<file path="config.mk">
export PLATFORM = sky130hd
export DESIGN_NAME = stby_ctrl
export DESIGN_NICKNAME = d
export VERILOG_FILES = /design/src/rtl/stby_pkg.sv /design/src/rtl/stby_wait.sv /design/src/rtl/stby_seq.sv /design/src/rtl/stby_gate.sv /design/src/rtl/stby_ctrl.sv
export SDC_FILE = /design/constraint.sdc
export NUM_CORES = 1
export LEC_CHECK = 0
export ABC_AREA = 1
export ABC_CLOCK_PERIOD_IN_PS = 2300
export BUFFER_PORTS_ARGS = -buffer_cell sky130_fd_sc_hd__buf_4
export CAP_MARGIN = 20
export CORE_UTILIZATION = 45
export DETAILED_ROUTE_END_ITERATION = 12
export PLACE_DENSITY_LB_ADDON = 0.1
export SETUP_SLACK_MARGIN = 0.5
export SYNTH_ARGS = -nofsm -noshare
export SYNTH_HDL_FRONTEND = slang
export SYNTH_SLANG_ARGS = --single-unit
</file>
<file path="constraint.sdc">
create_clock -name clk -period 2.3 [get_ports clk]
set_clock_uncertainty 0.2 [all_clocks]
set_input_delay 0.23 -clock clk [delete_from_list [all_inputs] [get_ports clk]]
set_output_delay 0.23 -clock clk [all_outputs]
set_load 0.1 [all_outputs]
</file>
<file path="src/rtl/stby_pkg.sv">
package stby_pkg;
    typedef enum logic [2:0] {
        ST_RUN    = 3'd0,
        ST_HALT   = 3'd1,
        ST_STOP   = 3'd2,
        ST_SNOOZE = 3'd3,
        ST_WAKE   = 3'd4
    } st_e;

    localparam logic [1:0] MODE_RUN    = 2'd0;
    localparam logic [1:0] MODE_HALT   = 2'd1;
    localparam logic [1:0] MODE_STOP   = 2'd2;
    localparam logic [1:0] MODE_SNOOZE = 2'd3;

    localparam logic [1:0] SRC_OCOSC = 2'd0;
    localparam logic [1:0] SRC_XTAL  = 2'd1;

    typedef struct packed {
        st_e st;
    } seq_s;
endpackage

</file>
<file path="src/rtl/stby_wait.sv">
module stby_wait #(
    parameter int WAIT_W = 16
) (
    input  logic              clk,
    input  logic              rst_n,
    input  logic              load,
    input  logic [WAIT_W-1:0] load_val,
    input  logic              active,
    input  logic              tick,
    output logic              zero
);
    typedef struct packed {
        logic [WAIT_W-1:0] cnt;
    } cnt_s;

    cnt_s cnt_d, cnt_q;

    always_comb begin
        cnt_d = cnt_q;
        if (load) begin
            cnt_d.cnt = load_val;
        end else if (active && tick && (cnt_q.cnt != '0)) begin
            cnt_d.cnt = cnt_q.cnt - 1'b1;
        end
    end

    always_ff @(posedge clk or negedge rst_n) begin
        if (!rst_n) cnt_q <= '0;
        else        cnt_q <= cnt_d;
    end

    assign zero = (cnt_q.cnt == '0);
endmodule

</file>
<file path="src/rtl/stby_seq.sv">
module stby_seq
    import stby_pkg::*;
(
    input  logic       clk,
    input  logic       rst_n,
    input  logic       halt_req,
    input  logic       stop_req,
    input  logic [1:0] clk_src,
    input  logic       irq_pend,
    input  logic       snz_trig,
    input  logic       snz_done,
    input  logic       wait_nz,
    input  logic       cnt_zero,
    output logic       load_wait,
    output st_e        st
);
    seq_s seq_d, seq_q;

    logic src_sub, src_xtal, src_ocosc;
    assign src_sub   = clk_src[1];
    assign src_xtal  = (clk_src == SRC_XTAL);
    assign src_ocosc = (clk_src == SRC_OCOSC);

    always_comb begin
        seq_d     = seq_q;
        load_wait = 1'b0;
        unique case (seq_q.st)
            ST_RUN: begin
                if (stop_req && !src_sub) seq_d.st = ST_STOP;
                else if (halt_req)        seq_d.st = ST_HALT;
            end
            ST_HALT: begin
                if (irq_pend) seq_d.st = ST_RUN;
            end
            ST_STOP: begin
                if (irq_pend) begin
                    if (src_xtal && wait_nz) begin
                        seq_d.st  = ST_WAKE;
                        load_wait = 1'b1;
                    end else begin
                        seq_d.st = ST_RUN;
                    end
                end else if (snz_trig && src_ocosc) begin
                    seq_d.st = ST_SNOOZE;
                end
            end
            ST_SNOOZE: begin
                if (irq_pend)      seq_d.st = ST_RUN;
                else if (snz_done) seq_d.st = ST_STOP;
            end
            ST_WAKE: begin
                if (cnt_zero) seq_d.st = ST_RUN;
            end
            default: seq_d.st = ST_RUN;
        endcase
    end

    always_ff @(posedge clk or negedge rst_n) begin
        if (!rst_n) seq_q <= '{st: ST_RUN};
        else        seq_q <= seq_d;
    end

    assign st = seq_q.st;
endmodule

</file>
<file path="src/rtl/stby_gate.sv">
module stby_gate
    import stby_pkg::*;
(
    input  st_e        st,
    input  logic       ls_keep,
    output logic       cpu_clk_en,
    output logic       hs_xtal_en,
    output logic       hs_ocosc_en,
    output logic       ls_osc_en,
    output logic       per_clk_en,
    output logic [1:0] mode,
    output logic       wait_busy
);
    always_comb begin
        cpu_clk_en  = 1'b0;
        hs_xtal_en  = 1'b0;
        hs_ocosc_en = 1'b0;
        ls_osc_en   = ls_keep;
        per_clk_en  = 1'b0;
        mode        = MODE_RUN;
        wait_busy   = 1'b0;
        unique case (st)
            ST_RUN: begin
                cpu_clk_en  = 1'b1;
                hs_xtal_en  = 1'b1;
                hs_ocosc_en = 1'b1;
                ls_osc_en   = 1'b1;
                per_clk_en  = 1'b1;
            end
            ST_HALT: begin
                hs_xtal_en  = 1'b1;
                hs_ocosc_en = 1'b1;
                per_clk_en  = 1'b1;
                mode        = MODE_HALT;
            end
            ST_STOP: begin
                mode = MODE_STOP;
            end
            ST_SNOOZE: begin
                hs_ocosc_en = 1'b1;
                per_clk_en  = 1'b1;
                mode        = MODE_SNOOZE;
            end
            ST_WAKE: begin
                hs_xtal_en  = 1'b1;
                hs_ocosc_en = 1'b1;
                ls_osc_en   = 1'b1;
                mode        = MODE_STOP;
                wait_busy   = 1'b1;
            end
            default: begin
                mode = MODE_RUN;
            end
        endcase
    end
endmodule

</file>
<file path="src/rtl/stby_ctrl.sv">
module stby_ctrl
    import stby_pkg::*;
#(
    parameter int WAIT_W = 16
) (
    input  logic              clk,
    input  logic              rst_n,
    input  logic              halt_req,
    input  logic              stop_req,
    input  logic [1:0]        clk_src,
    input  logic              irq_pend,
    input  logic              snz_ser_req,
    input  logic              snz_conv_req,
    input  logic              snz_done,
    input  logic              ls_keep,
    input  logic              ref_tick,
    input  logic [WAIT_W-1:0] wait_cycles,
    output logic              cpu_clk_en,
    output logic              hs_xtal_en,
    output logic              hs_ocosc_en,
    output logic              ls_osc_en,
    output logic              per_clk_en,
    output logic [1:0]        mode,
    output logic              wait_busy
);
    st_e  st;
    logic load_wait;
    logic cnt_zero;
    logic wait_nz;
    logic snz_trig;

    assign wait_nz  = |wait_cycles;
    assign snz_trig = snz_ser_req | snz_conv_req;

    stby_seq u_seq (
        .clk       (clk),
        .rst_n     (rst_n),
        .halt_req  (halt_req),
        .stop_req  (stop_req),
        .clk_src   (clk_src),
        .irq_pend  (irq_pend),
        .snz_trig  (snz_trig),
        .snz_done  (snz_done),
        .wait_nz   (wait_nz),
        .cnt_zero  (cnt_zero),
        .load_wait (load_wait),
        .st        (st)
    );

    stby_wait #(.WAIT_W(WAIT_W)) u_wait (
        .clk      (clk),
        .rst_n    (rst_n),
        .load     (load_wait),
        .load_val (wait_cycles),
        .active   (st == ST_WAKE),
        .tick     (ref_tick),
        .zero     (cnt_zero)
    );

    stby_gate u_gate (
        .st          (st),
        .ls_keep     (ls_keep),
        .cpu_clk_en  (cpu_clk_en),
        .hs_xtal_en  (hs_xtal_en),
        .hs_ocosc_en (hs_ocosc_en),
        .ls_osc_en   (ls_osc_en),
        .per_clk_en  (per_clk_en),
        .mode        (mode),
        .wait_busy   (wait_busy)
    );
endmodule

</file>
==> results.md <==
- Status: finished clean
- # diodes: 0
- # setup viols final: 0
- Worst Hold End: u_seq.st[0]
- DR vias/cell: 4.895
- Final period utilization: 79.46%
- Tmin final: 1.827 ns
- Yosys cell types: 26
- Die height: 62.29 um
- WP data required: 1.87 ns
- HP Class: input pin to flop
- # DRC: 0
- Clk sink count: 19
- DP HPWL: 2888 um
- Max Root-Sink Buffers: 2
- Flop2flop setup slack: 0.60 ns
- Final Max Tran Viols: 0
- Slew @ Worst Pin: 0.3011 ns
- Synthesized area per cell: 6.814 um^2
- Gr usage total: 23.04%
- IO Port Bufs: 35
- Skew-Pair Late Insertion Delay: 0.31 ns
- Reg2reg end: u_wait.cnt_q[12]
- Syn Std Cell Area: between 1500 and 2000 um^2
- Top-area cell type share of the netlist area: approximately 29%
- RSZ-0062 raised after global routing: yes
- Seq/Total Area, Yosys: 29.07%
- Max Clock Freq: roughly 0.55 GHz
- Cell count after synthesis: 240
- Slew Limit Headroom: roughly 80%
- DR pass1 iterations: 4
- DR vias: about 1,700
- Area added between synthesis and finish: 42.85%
- Total CTS buffers: 3
- Arr. time, crit path: between 1 and 1.5 ns
- Max-cap viol count: 0
- Initial antenna violation count: 0
- Synth top area cells: dfrtp_1 29%, nand2_1 17%, nand3_2 8.6%, nor2_1 8.5%, nand3_1 5.8%
- Largest net degree at the start of global routing: 20
- Final Cell Area: 2336 um^2
- Peak VDD IR: around 0.00048 V
- Number of global-route vias before repair: 1,653
- Reg2reg start: u_wait.cnt_q[0]
- Startpoint types: flop
- Share of cells above drive strength 1: between 30 and 40%
- WS Path Type: flop to primary output
- Post-Syn Nets: around 270
- Final wirelength: 4321 um
- Hold path depth: 3
- Maximum net fanout on the critical path: 4
- Dpl ws: 0.4403 ns
- Core Util, Final: 68.39%
- Commonest cells after routing, fill and taps aside: 70 x nand2_1, 43 x buf_4, 34 x nor2_1, 19 x nand3_1
- Power Density: 1204 nW/um^2
- YS warnings: 0
- Setup total negative slack: 0 ns
- Setup crit end kind: primary output
- Min-Delay Startpoint: irq_pend
- Clk root buf: clkbuf_4
- Commonest non-fill, non-tap cell in the layout: nand2_1
- R2R depth: 9
- Initial core utilization: 47.88%
- Hold Violations, Final: 0
- Per-cell routed wire length: 12.28 um
- Number of I/O pins: 36
- First-pass GRT wire length: slightly above 7000 um
- # rows: 21
- Post-DP Area: between 1500 and 2000 um^2
- CTS clk-pin slew, worst paths: 0.11 ns
- Detail Route Antenna Nets: 0
- Initial detailed-routing violation count: between 80 and 90
- Die X: 62.29 um
- H-tree depth: 1
- Synth area leader: dfrtp_1
- Grt total ovfl: 0
- CORE AREA: 3416 um^2
- P_leak: 1.196 nW
- Die area: 3879 um^2
- Min Hold Slack: 0.005681 ns
- Post-synthesis register bit count: 19
- Final-stage net count: between 300 and 400
- CTS tree: done
- PnR worst setup slack: 0.4725 ns
- GP Congestion: 0.9216
-- cells by family after synthesis --
group,count (synthesis),share of synthesized area (%)
and+or+nand+nor,174,55.32
adders and majority gates,1,0.7650
AOI/OAI and AO/OA,13,4.361
buffers and inverters,29,8.340
DFF,19,29.07
xor gates and xnor gates,4,2.142
-- per-layer routing --
metal	vias up	GRT usage, %	wire length (um)	part of all wire, %
met5	-	0	0	0
met3	5	1.838	169	3.9
met4	0	9.012	57	1.3
li1	892	-	-	-
met1	776	28.59	1934	45
met2	50	41.21	2160	50
-- flip-flops by register name (all words and copies together) (netlist names) --
register / count
u_seq.st: 3
u_wait.cnt_q: 16
-- worst max-delay path: stages (launching register included) --
cell     delay [ns]
dfrtp_2        0.48
inv_4          0.10
nand3_4        0.11
nand2_2        0.10
inv_2          0.05
nand2_2        0.07
buf_12         0.17
-- cell type report --
class	count	area, um^2
inverters	26	108.9
clock buffers	4	26.28
well taps	46	57.56
multi-input cells	193	1091
flip-flops and latches	19	479.2
fillers	301	1080
repair buffers	64	573.1
-- power by group --
part / internal, W / switching (W)
registers: 0.000487 / 0.000215
logic: 0.000704 / 0.00123
clock network: 0.0000679 / 0.000112
total: 0.00126 / 0.00155
-- synthesized netlist by cell type --
master	number
o32ai_1	1
nand2_2	6
nor2_1	37
xor2_1	4
inv_2	4
nand3_2	14
inv_4	1
nor2_4	2
nand3_1	19
o31ai_1	1
buf_6	1
nand3b_1	8
ha_1	1
buf_2	1
o21ai_0	8
nand4_1	2
or2_2	1
nand3_4	1
a21oi_1	3
inv_1	21
nand2_4	3
dfrtp_1	19
nor2_2	8
nor2_8	1
nand2_1	72
buf_12	1
-- through the flow --
step                      total power, W  std cells
final                           0.002812        352
after floorplan                 0.001974        240
after CTS                       0.002647        340
after global routing            0.003029        352
after detailed placement        0.002297        318
after global placement          0.002290        318
-- worst max-delay path by stage --
stage	start	endpoint	slack, ns	depth (start not counted)
3_3_place_gp	u_wait.cnt_q[0]	u_wait.cnt_q[8]	0.47	9
3_5_place_dp	u_wait.cnt_q[0]	u_wait.cnt_q[1]	0.44	9
4_1_cts	u_seq.st[0]	mode[1]	0.48	6
6_report	u_seq.st[0]	mode[1]	0.47	6
5_1_grt	u_seq.st[0]	mode[1]	0.42	6
2_1_floorplan	u_seq.st[0]	hs_ocosc_en	-0.02	2
-- what timing repair did --
action | in CTS | in global routing
hold buffers | 13 | 0
setup endpoints to repair | 21 | 25
cloned | 0 | 1
resized for setup | 17 | 15
endpoints found under the hold margin | 29 | 0
pin swaps | 0 | 2
setup buffers | 5 | 11
Note: power is estimated with default switching activity, not from simulation.
